**src/rtl/cal_pkg.sv**
```systemverilog
package cal_pkg;
  localparam int NUM_FIELDS = 7;
  localparam int SEL_W      = 3;
  localparam int DATA_W     = 8;

  localparam int F_SEC  = 0;
  localparam int F_MIN  = 1;
  localparam int F_HOUR = 2;
  localparam int F_DOW  = 3;
  localparam int F_DATE = 4;
  localparam int F_MON  = 5;
  localparam int F_YEAR = 6;

  typedef struct packed {
    logic [NUM_FIELDS-1:0] load;
    logic [NUM_FIELDS-1:0] bump;
    logic [NUM_FIELDS-1:0] wrap;
    logic                  loadCent;
    logic                  flipCent;
  } cal_strobe_t;

  function automatic logic [DATA_W-1:0] bcdInc(input logic [DATA_W-1:0] v);
    if (v[3:0] >= 4'd9) return {v[7:4] + 4'd1, 4'd0};
    else                return {v[7:4], v[3:0] + 4'd1};
  endfunction

  function automatic logic [DATA_W-1:0] fieldMask(input int idx);
    case (idx)
      F_SEC, F_MIN: return 8'h7F;
      F_HOUR:       return 8'h3F;
      F_DOW:        return 8'h07;
      F_DATE:       return 8'h3F;
      F_MON:        return 8'h1F;
      default:      return 8'hFF;
    endcase
  endfunction

  function automatic logic [DATA_W-1:0] fieldFloor(input int idx);
    return (idx == F_DOW || idx == F_DATE || idx == F_MON) ? 8'h01 : 8'h00;
  endfunction

  // two BCD digits t,u: 10t+u divisible by 4 <=> (2t+u) divisible by 4
  function automatic logic isLeap(input logic [DATA_W-1:0] yr);
    if (yr[4]) return (yr[3:0] == 4'd2) || (yr[3:0] == 4'd6);
    else       return (yr[3:0] == 4'd0) || (yr[3:0] == 4'd4) || (yr[3:0] == 4'd8);
  endfunction

  function automatic logic [DATA_W-1:0] monthLen(input logic [DATA_W-1:0] mon,
                                                  input logic leap);
    case (mon)
      8'h02:                      return leap ? 8'h29 : 8'h28;
      8'h04, 8'h06, 8'h09, 8'h11: return 8'h30;
      default:                    return 8'h31;
    endcase
  endfunction
endpackage

```
**src/rtl/cal_ctrl.sv**
```systemverilog
module cal_ctrl
  import cal_pkg::*;
(
  input  logic                             clk,
  input  logic                             rstN,
  input  logic                             tickIn,
  input  logic                             wrEn,
  input  logic [SEL_W-1:0]                 wrSel,
  input  logic [DATA_W-1:0]                wrData,
  input  logic [NUM_FIELDS-1:0][DATA_W-1:0] fieldsIn,
  output cal_strobe_t                      strobes
);
  logic [DATA_W-1:0] curLen;

  always_comb begin
    curLen = monthLen(fieldsIn[F_MON], isLeap(fieldsIn[F_YEAR]));

    for (int i = 0; i < NUM_FIELDS; i++)
      strobes.load[i] = wrEn && (wrSel == SEL_W'(i));
    strobes.loadCent = strobes.load[F_HOUR];

    // ordered compare also recovers from out-of-range written values
    strobes.wrap[F_SEC]  = fieldsIn[F_SEC]  >= 8'h59;
    strobes.wrap[F_MIN]  = fieldsIn[F_MIN]  >= 8'h59;
    strobes.wrap[F_HOUR] = fieldsIn[F_HOUR] >= 8'h23;
    strobes.wrap[F_DOW]  = fieldsIn[F_DOW]  >= 8'h07;
    strobes.wrap[F_DATE] = fieldsIn[F_DATE] >= curLen;
    strobes.wrap[F_MON]  = fieldsIn[F_MON]  >= 8'h12;
    strobes.wrap[F_YEAR] = fieldsIn[F_YEAR] >= 8'h99;

    strobes.bump[F_SEC]  = tickIn;
    strobes.bump[F_MIN]  = strobes.bump[F_SEC]  && strobes.wrap[F_SEC];
    strobes.bump[F_HOUR] = strobes.bump[F_MIN]  && strobes.wrap[F_MIN];
    strobes.bump[F_DOW]  = strobes.bump[F_HOUR] && strobes.wrap[F_HOUR];
    strobes.bump[F_DATE] = strobes.bump[F_HOUR] && strobes.wrap[F_HOUR];
    strobes.bump[F_MON]  = strobes.bump[F_DATE] && strobes.wrap[F_DATE];
    strobes.bump[F_YEAR] = strobes.bump[F_MON]  && strobes.wrap[F_MON];
    strobes.flipCent     = strobes.bump[F_YEAR] && strobes.wrap[F_YEAR];
  end

  AST_MONTH_END_DATE: assert property (@(posedge clk) disable iff (!rstN)
    (strobes.bump[F_MON] && !strobes.load[F_DATE]) |=> fieldsIn[F_DATE] == 8'h01);

  AST_WRITE_WINS: assert property (@(posedge clk) disable iff (!rstN)
    (wrEn && wrSel == SEL_W'(F_SEC)) |=> fieldsIn[F_SEC] == ($past(wrData) & 8'h7F));

  AST_DOW_WITH_DATE: assert property (@(posedge clk) disable iff (!rstN)
    (strobes.bump[F_DATE] && !wrEn) |=> fieldsIn[F_DOW] != $past(fieldsIn[F_DOW]));
endmodule

```
**src/rtl/cal_datapath.sv**
```systemverilog
module cal_datapath
  import cal_pkg::*;
(
  input  logic                              clk,
  input  logic                              rstN,
  input  cal_strobe_t                       strobes,
  input  logic [DATA_W-1:0]                 wrData,
  input  logic [SEL_W-1:0]                  rdSel,
  output logic [NUM_FIELDS-1:0][DATA_W-1:0] fieldsQ,
  output logic [DATA_W-1:0]                 rdData
);
  logic centQ;

  for (genvar g = 0; g < NUM_FIELDS; g++) begin : gField
    always_ff @(posedge clk) begin
      if (!rstN)                fieldsQ[g] <= fieldFloor(g);
      else if (strobes.load[g]) fieldsQ[g] <= wrData & fieldMask(g);
      else if (strobes.bump[g]) fieldsQ[g] <= strobes.wrap[g] ? fieldFloor(g)
                                                              : bcdInc(fieldsQ[g]);
    end
  end

  always_ff @(posedge clk) begin
    if (!rstN)                 centQ <= 1'b0;
    else if (strobes.loadCent) centQ <= wrData[7];
    else if (strobes.flipCent) centQ <= ~centQ;
  end

  always_comb begin
    if (rdSel == SEL_W'(F_HOUR))           rdData = fieldsQ[F_HOUR] | {centQ, 7'b0};
    else if (int'(rdSel) < NUM_FIELDS)     rdData = fieldsQ[rdSel];
    else                                   rdData = '0;
  end

  AST_CENT_ONLY_AT_ROLL: assert property (@(posedge clk) disable iff (!rstN)
    !strobes.loadCent |=> (centQ == $past(centQ)) ||
                          ($past(fieldsQ[F_YEAR]) >= 8'h99 && fieldsQ[F_YEAR] == 8'h00));

  AST_IDLE_HOLD: assert property (@(posedge clk) disable iff (!rstN)
    (strobes.load == '0 && strobes.bump == '0) |=> ($stable(fieldsQ) && $stable(centQ)));
endmodule

```
**src/rtl/bcd_calendar.sv**
```systemverilog
module bcd_calendar
  import cal_pkg::*;
(
  input  logic              clk,
  input  logic              rstN,
  input  logic              tickIn,
  input  logic              wrEn,
  input  logic [SEL_W-1:0]  wrSel,
  input  logic [DATA_W-1:0] wrData,
  input  logic [SEL_W-1:0]  rdSel,
  output logic [DATA_W-1:0] rdData
);
  cal_strobe_t                       strobes;
  logic [NUM_FIELDS-1:0][DATA_W-1:0] fields;

  cal_ctrl i_ctrl (
    .clk(clk), .rstN(rstN), .tickIn(tickIn), .wrEn(wrEn), .wrSel(wrSel),
    .wrData(wrData), .fieldsIn(fields), .strobes(strobes)
  );

  cal_datapath i_dp (
    .clk(clk), .rstN(rstN), .strobes(strobes), .wrData(wrData),
    .rdSel(rdSel), .fieldsQ(fields), .rdData(rdData)
  );
endmodule

```
**config.mk**
```make
export PLATFORM = sky130hd
export DESIGN_NAME = bcd_calendar
export DESIGN_NICKNAME = d
export VERILOG_FILES = /design/src/rtl/cal_pkg.sv /design/src/rtl/cal_ctrl.sv /design/src/rtl/cal_datapath.sv /design/src/rtl/bcd_calendar.sv
export SDC_FILE = /design/constraint.sdc
export NUM_CORES = 1
export LEC_CHECK = 0
export BUFFER_PORTS_ARGS = -buffer_cell sky130_fd_sc_hd__clkbuf_2
export CAP_MARGIN = 10
export CORE_ASPECT_RATIO = 0.75
export CORE_MARGIN = 3
export CORE_UTILIZATION = 55
export DETAILED_ROUTE_END_ITERATION = 10
export PLACE_DENSITY = 0.84
export SLEW_MARGIN = 5
export SYNTH_ARGS = -nofsm -noshare
export SYNTH_HDL_FRONTEND = slang
export SYNTH_SLANG_ARGS = --single-unit
```
**constraint.sdc**
```tcl
create_clock -name clk -period 3.8 [get_ports clk]
set_input_delay 0.57 -clock clk [delete_from_list [all_inputs] [get_ports clk]]
set_output_delay 0.57 -clock clk [all_outputs]
set_load 0.01 [all_outputs]
```
==> metrics.txt <==
# setup viols final=0; dpl hpwl=9.625 mm; root buffer cell=clkbuf_8; RSZ-0062 raised after global routing=false; hold_buf cts=0; Worst setup SP type=flip-flop; Clock Latency Late Sink=360 ps; Top FF cell, synth=dfxtp_1; CTS tree=built; Vias=4536; area of the multi-input gates=3072 µm²; EDFF count, synth=0; Antenna Diode Count=0; final layout net count=between 600 and 700; status=complete, no violations; All-Layer GR Usage=0.2963; pwr/cell area=285.8 nW/µm²; Clock transition at path regs=70 ps; CP arrival=3570 ps; FMAX=304.9 MHz; fillers=631; Starting Density=0.5870; initial antenna violation count=0; CTS buffer count=9; static leakage=1.831 nW; Clock H-tree levels=3; core region area=about 7600 µm²; Die ar.=about 9000 µm²; CTS Sinks=57; CTS resizes=0; number of DRC markers in iteration 0=just under 700; critical-path maximum fanout=10; commonest non-fill, non-tap cell in the layout=dfxtp_1; top cells by area, synth=dfxtp_1 (26%), ha_1 (12%), o21ai_0 (5.3%), nand2_1 (4.5%), mux4_2 (3.5%); largest net degree at the start of global routing=34; critical path class=reg2reg; WL/cell=between 20 and 25 µm; Min-Delay Path Class=reg2reg; worst endpoint required time=4090 ps; DRT antenna net count=0; clk buf depth=2; Pre-antenna DRT Iters=6; Remaining DRCs=0; Synthesis Warnings=0; boundary pin count=26; row count=27; sequential share of the synthesized area=0.2557; max-slew violations=0; grt ovf=0; DR vias/cell=6.831; Tcrit/Tclk final=0.8632; most frequent cells in the layout=dfxtp_1 (57), nand2_1 (54), o21ai_0 (47); die span in x=110 µm; area grow syn2layout=7.740%; overall die height=84 µm; mapped cell area=~4500 µm²; max_slew headroom=0.4469; Port Buffer Count=25; share of cells above drive strength 1=0.1403; first-pass GRT wire length=20.98 mm; Crit. End Element=flip-flop; Pwr Total=0.001374 W; fin crit period=about 3300 ps; measured slew at the worst slew-check pin=822.2 ps; Post-Route Setup TNS=0 ps; top-area cell type share of the netlist area=0.2557; Async SR Flop Fraction=0; peak supply drop=271.9 µV; Worst Skew=4.167 ps; post-synthesis cell count=544; Post-Syn Nets=slightly above 600; register area=1141 µm²; synthesized area per cell=8.202 µm²; setup bufs post-CTS=0; Synth area leader=dfxtp_1; #FFs+latches synth=57; Max Cap Viol=0; Total Routed Length=13.35 mm; vias in the first global route=approximately 4100; library cells used by synthesis=79; final hold vios=0; GP Congestion=0.9080
[final timing paths]
kind / start / to / slack [ps] / cells after the start
worst max-delay path: i_dp.fieldsQ[40]$_SDFFE_PN1P_ / i_dp.fieldsQ[36]$_SDFFE_PN0P_ / 520 / 13
worst min-delay path: i_dp.fieldsQ[30]$_SDFFE_PP0P_ / i_dp.fieldsQ[30]$_SDFFE_PP0P_ / 490 / 2
worst max register to register: i_dp.fieldsQ[40]$_SDFFE_PN1P_ / i_dp.fieldsQ[36]$_SDFFE_PN0P_ / 520 / 13
worst min register to register: i_dp.fieldsQ[30]$_SDFFE_PP0P_ / i_dp.fieldsQ[30]$_SDFFE_PP0P_ / 490 / 2
[final cells by class]
class	instances	share of cell area
multi-input combinational	430	0.6390
sequential	57	0.2374
clock buffer	14	0.03800
timing repair buffer	30	0.03384
tap	101	0.02629
inverter	30	0.02343
clock inverter	2	0.002082
[metrics by stage]
step	setup slack [ps]	util	instance area [µm²]	hold slack (ps)	instances
floorplan	962.8	-	4462	445.1	544
detailed placement	657.7	0.6071	4614	471.8	648
global route	302.5	0.6324	4807	504.1	664
global placement	775.3	0.6071	4614	462.4	648
finish	519.9	0.6324	4807	489.0	664
CTS	553.5	0.6324	4807	479.9	664
[state kept, by name (all words and copies together), names as in the netlist]
| signal | count |
|---|---|
| i_dp.centQ | 1 |
| i_dp.fieldsQ | 56 |
[per-layer routing]
metal / part of all wire / vias to the layer above / track usage / wire [µm]
li1: - / 2071 / - / -
met1: 0.42 / 2123 / 0.3971 / 5606
met2: 0.44 / 301 / 0.4361 / 5821
met3: 0.12 / 41 / 0.1021 / 1538
met4: 0.029 / 0 / 0.1087 / 385
met5: 0 / - / 0 / 0
[power by group]
group / switching [W] / internal (W) / leakage (nW)
clock: 0.000259 / 0.000306 / 0.102
sequential: 0.0000232 / 0.000611 / 0.462
combinational: 0.000108 / 0.0000669 / 1.27
total: 0.000390 / 0.000984 / 1.83
[logic make-up (layout without fill, tap and decap cells)]
logic type	Yosys count	after routing	synth area share
buffers and inverters	57	76	0.05580
AND/OR/NAND/NOR	200	200	0.2428
XOR/XNOR	4	4	0.007853
multiplexers	26	26	0.07992
adder cells (fa/ha/maj)	43	43	0.1206
flip-flops	57	57	0.2557
AO/OA/AOI/OAI	157	157	0.2373
[worst max-delay path: stages, from the launching register on]
cell and delay, ps:
dfxtp_1 460, inv_1 130, ha_1 250, o211ai_1 200
a21oi_1 100, a31o_2 220, nand2_1 70, mux2_2 140
ha_1 210, nor4b_1 250, o21ai_1 190, nor2_1 590
nand4b_1 210, a31oi_1 190
[synthesized netlist by cell type (6+ instances only)]
master and number:
nand2_1 54, mux4_2 7, nor3_1 15, mux2_2 7, dfxtp_1 57, a21oi_1 25, o31ai_1 8, ha_1 43
mux2i_1 12, inv_1 29, clkbuf_1 16, nand4b_1 6, and3_1 6, a31oi_1 24, o21ai_0 47, nor2_1 30
o211ai_1 7, nor3b_1 7, nand3_1 27, nor2b_1 7, nand4_1 11
Note: power is estimated with default switching activity, not from simulation.
